### config.mk
export PLATFORM = sky130hd
export DESIGN_NAME = vop_dispatch
export DESIGN_NICKNAME = d
export VERILOG_FILES = /design/src/rtl/vop_dispatch.sv
export SDC_FILE = /design/constraint.sdc
export NUM_CORES = 1
export LEC_CHECK = 0
export CORE_ASPECT_RATIO = 0.9
export CORE_MARGIN = 3
export CORE_UTILIZATION = 50
export DETAILED_ROUTE_END_ITERATION = 7
export DONT_BUFFER_PORTS = 1
export GPL_ROUTABILITY_DRIVEN = 0
export GPL_TIMING_DRIVEN = 0
export HOLD_SLACK_MARGIN = 0.05
export PLACE_DENSITY = 0.75
export SLEW_MARGIN = 20
export SYNTH_ARGS = -nofsm -noshare
export SYNTH_HDL_FRONTEND = slang
export SYNTH_SLANG_ARGS = --single-unit
export TNS_END_PERCENT = 30
### constraint.sdc
create_clock -name clk -period 1.6 [get_ports clk]
set_input_delay 0.24 -clock clk [delete_from_list [all_inputs] [get_ports clk]]
set_output_delay 0.24 -clock clk [all_outputs]
set_load 0.1 [all_outputs]
### src/rtl/vop_dispatch.sv
module vop_dispatch #(
  parameter int VPC_W = 16,
  parameter int OP_W  = 8,
  parameter int OFS_W = 8
) (
  input  logic             clk,
  input  logic             rst_n,
  input  logic             disp_i,
  input  logic             vpc_ld_i,
  input  logic [VPC_W-1:0] vpc_ld_val_i,
  input  logic             jmp_i,
  input  logic [OP_W+OFS_W-1:0] jmp_tgt_i,
  input  logic             step_i,
  input  logic [OP_W-1:0]  mem_rdata_i,
  output logic [((VPC_W > OP_W+OFS_W) ? VPC_W : OP_W+OFS_W)-1:0] mem_addr_o,
  output logic [OP_W+OFS_W-1:0] npc_o,
  output logic [VPC_W-1:0] vpc_o
);
  localparam int NPC_W = OP_W + OFS_W;
  localparam int ADR_W = (VPC_W > NPC_W) ? VPC_W : NPC_W;

  logic [VPC_W-1:0] vpc_q, vpc_d;
  logic [NPC_W-1:0] npc_q, npc_d;

  assign mem_addr_o = disp_i ? ADR_W'(vpc_q) : ADR_W'(npc_q);

  always_comb begin
    if (vpc_ld_i)    vpc_d = vpc_ld_val_i;
    else if (disp_i) vpc_d = vpc_q + 1'b1;
    else             vpc_d = vpc_q;
  end

  always_comb begin
    if (disp_i)      npc_d = {mem_rdata_i, {OFS_W{1'b0}}};
    else if (jmp_i)  npc_d = jmp_tgt_i;
    else if (step_i) npc_d = npc_q + 1'b1;
    else             npc_d = npc_q;
  end

  always_ff @(posedge clk) begin
    if (!rst_n) begin
      vpc_q <= '0;
      npc_q <= '0;
    end else begin
      vpc_q <= vpc_d;
      npc_q <= npc_d;
    end
  end

  assign vpc_o = vpc_q;
  assign npc_o = npc_q;


  rst_zero_chk: assert property (@(posedge clk) !rst_n |=> (vpc_o == '0 && npc_o == '0));


  addr_sel_chk: assert property (@(posedge clk) disable iff (!rst_n)
    disp_i |-> mem_addr_o == ADR_W'(vpc_o));


  disp_page_chk: assert property (@(posedge clk) disable iff (!rst_n)
    disp_i |=> npc_o == {$past(mem_rdata_i), {OFS_W{1'b0}}});


  vpc_adv_chk: assert property (@(posedge clk) disable iff (!rst_n)
    (disp_i && !vpc_ld_i) |=> vpc_o == VPC_W'($past(vpc_o) + 1'b1));


  vpc_load_chk: assert property (@(posedge clk) disable iff (!rst_n)
    vpc_ld_i |=> vpc_o == $past(vpc_ld_val_i));


  jmp_take_chk: assert property (@(posedge clk) disable iff (!rst_n)
    (!disp_i && jmp_i) |=> npc_o == $past(jmp_tgt_i));


  npc_step_chk: assert property (@(posedge clk) disable iff (!rst_n)
    (!disp_i && !jmp_i && step_i) |=> npc_o == NPC_W'($past(npc_o) + 1'b1));


  idle_hold_chk: assert property (@(posedge clk) disable iff (!rst_n)
    (!disp_i && !vpc_ld_i && !jmp_i && !step_i) |=> ($stable(vpc_o) && $stable(npc_o)));
endmodule

==> summary.txt <==
status: complete, but fails checks
failing checks: setup timing
most common cell in the netlist: dfxtp_1
global-route usage over all layers: 26.7%
setup ws final: -0.172 ns
share of cells above drive strength 1: 35.2%
Synth Area in Adders: 1.12%
Sw Share: 47.5%
Post-Synth Simple-Gate Area: 28.5%
H-tree depth: 2
CTS tree: yes
Remaining Overflow, GRT: 0
WL/cell: 21.0 um
Setup Skew: 0.0125 ns
# IOs: 94
syn nets: 328
share of the synthesized area in the top cell type: 28.8%
crit path time final: 1.77 ns
crit path capture type: primary output
final max-slew violation count: 0
startpoint types: flop
ANT cells: 0
sequential share of power: 52.1%
post-route ant nets: 0
# nets final: 348
Rows: 22
Post-DP Area: 0.00247 mm^2
top post-synthesis cells by count: 32 x dfxtp_1, 29 x nand2_1, 22 x nor2_1, 21 x a21oi_1, 19 x o21ai_0
worst-path fanout max: 6
xor/xnor share of the synthesized area: 7.87%
hold-fix buffers at CTS: 0
FF/Latch Area: 761 um^2
Worst Path Required: 1.36 ns
Core ar.: 0.00418 mm^2
Hold Vio Cnt, Final: 0
PortBufs: 0
yosys warns: 0
CTS buffer count: 5
RSZ-0062 raised after global routing: yes
Layout fillers: 340
first-pass GRT wire length: 11600 um
HP Class: in2reg
DRT iter0 DRCs: 320
VDD IR max: 0.000564 V
total power: 2.49 mW
Period Utilization, post-route: 111%
Post-synth EDFFs: 0
syn avg cell area: 7.95 um^2
# DRC: 0
clock tree buffer depth: 2
maxcap violations: 0
starting density of the core: 53.2%
Die H: 69.3 um
P_leak: 1.06 nW
pwr dens: 853 mW/mm^2
synthesis-stage register bit count: 32
Placement Setup Slack: -0.197 ns
Worst slew margin: 51.4%
clk root buf: clkbuf_8
Clock transition at path regs: 0.08 ns
Setup CP Type: reg2out
Worst-Margin Slew: 0.726 ns
Switch Pwr: 1.18 mW
worst-skew pair later-pin latency: 0.29 ns
Main synth FF type: dfxtp_1
DIE AREA: 0.00529 mm^2
setup violators final: 15
proportion of synthesized area in mux cells: 11.2%
vias in the first global route: 2198
arrival time worst endpoint: 1.53 ns
sequential area share after synthesis: 28.8%
DR pass1 iterations: 5
post-synthesis compound-gate area fraction: 17.2%
synth unique cells: 48
Post-Syn Area: 0.00222 mm^2
DRT Wirelength: 7570 um
clk sinks: 32
Via density: 6.59
Async SR Flop Fraction: 0%
multi-input gate area in the final layout: 0.00172 mm^2
largest family of logic cells by synthesized area: simple AND/OR/NAND/NOR gates
initial antenna violation count: 0
cell taking the most area after synthesis: dfxtp_1
Area Overhead vs Synth: 31.3%
post-DP HPWL: 5100 um
Synth area leaders: dfxtp_1 29%, mux2_2 7.6%, xnor2_1 6.3%
via count: 2378
Final Instance Area: 0.00292 mm^2
Logic pwr share: 23.2%
width of the chip: 76.3 um
Max Clk Rate: 564 MHz
Gate Count Post-Synth: 280
pin count of the biggest net entering global routing: 11
clock power share: 24.7%
internal power: 1.31 mW
==> path summary, 6_finish.rpt <==
path / startpoint / endpoint / slack (ns) / cells past startpoint
worst min register to register: vpc_o[13] / vpc_o[13] / 0.70 / 2
worst min-delay path: jmp_tgt_i[2] / npc_o[2] / 0.09 / 2
worst max register to register: vpc_o[6] / vpc_o[13] / -0.14 / 4
worst max-delay path: npc_o[12] / mem_addr_o[12] / -0.17 / 2
==> layout make-up <==
class,count,area share [%]
multi-input combinational,222,58.8
sequential,32,26.0
buffer,18,4.54
timing repair buffer,12,3.98
clock buffer,7,2.61
tap,60,2.57
inverter,9,1.33
clock inverter,1,0.128
==> layer usage <==
layer / up-vias / global-route usage, % / share of wire [%]
met4: 0 / 6.44 / 0.70
met2: 172 / 41.1 / 46
met5: - / 0 / 0
li1: 1077 / - / -
met1: 1117 / 36.1 / 41
met3: 12 / 8.57 / 12
==> logic make-up (layout without fill, tap and decap cells) <==
group | Yosys count | after routing
AOI/OAI and AO/OA | 61 | 61
xor gates and xnor gates | 20 | 20
adders and majority gates | 2 | 2
buffers and inverters | 27 | 47
DFF | 32 | 32
muxes | 23 | 23
and+or+nand+nor | 115 | 116
==> worst max-delay path, cell delays in order (launching register included) <==
cell and delay [ns]:
dfxtp_4 0.59, inv_4 0.07, o21ai_4 0.58
==> power groups by stage <==
| stage | Clock [mW] | Sequential, mW | Combinational (mW) |
|---|---|---|---|
| 2_1_floorplan | 0 | 1.27 | 0.464 |
| 3_3_place_gp | 0 | 1.30 | 0.512 |
| 3_5_place_dp | 0 | 1.31 | 0.516 |
| 4_1_cts | 0.620 | 1.29 | 0.560 |
| 5_1_grt | 0.654 | 1.31 | 0.612 |
| 6_report | 0.616 | 1.30 | 0.579 |
==> layout by cell type, fill, tap and decap left out, drive strengths merged, types with 3 or more instances in the layout <==
cell type,netlist,layout
nor2b,3,3
xor2,4,4
buf,11,21
nor2,22,22
nor4,9,9
nor3b,7,7
inv,8,8
o21ai,19,19
a21oi,21,21
nand4,13,14
and3,6,6
dfxtp,32,32
nand2,29,29
or3,3,3
a311oi,3,3
nand3,10,10
clkbuf,7,15
mux2,15,15
nor3,7,7
xnor2,16,16
mux2i,8,8
==> flip-flops by register name, indices dropped and copies added (netlist names) <==
signal and cells:
npc_o 16, vpc_o 16
==> repair_timing <==
item	4_1_cts	5_1_grt
buffers inserted	8	3
pin swaps	6	11
resized for setup	37	19
setup endpoints to repair	30	23
cloned	1	1
==> through the flow <==
stage          util, %  cells  TNS [ns]  hold slack (ns)
3_3_place_gp      59.0    340     -3.27            0.377
4_1_cts           66.0    357    -0.812           0.0815
5_1_grt           69.8    361     -1.88           0.0876
6_report          69.8    361    -0.941           0.0894
2_1_floorplan        -    280   -0.0296            0.374
3_5_place_dp      59.0    340     -3.44            0.381
No activity file was read; power rests on OpenSTA's default activity.
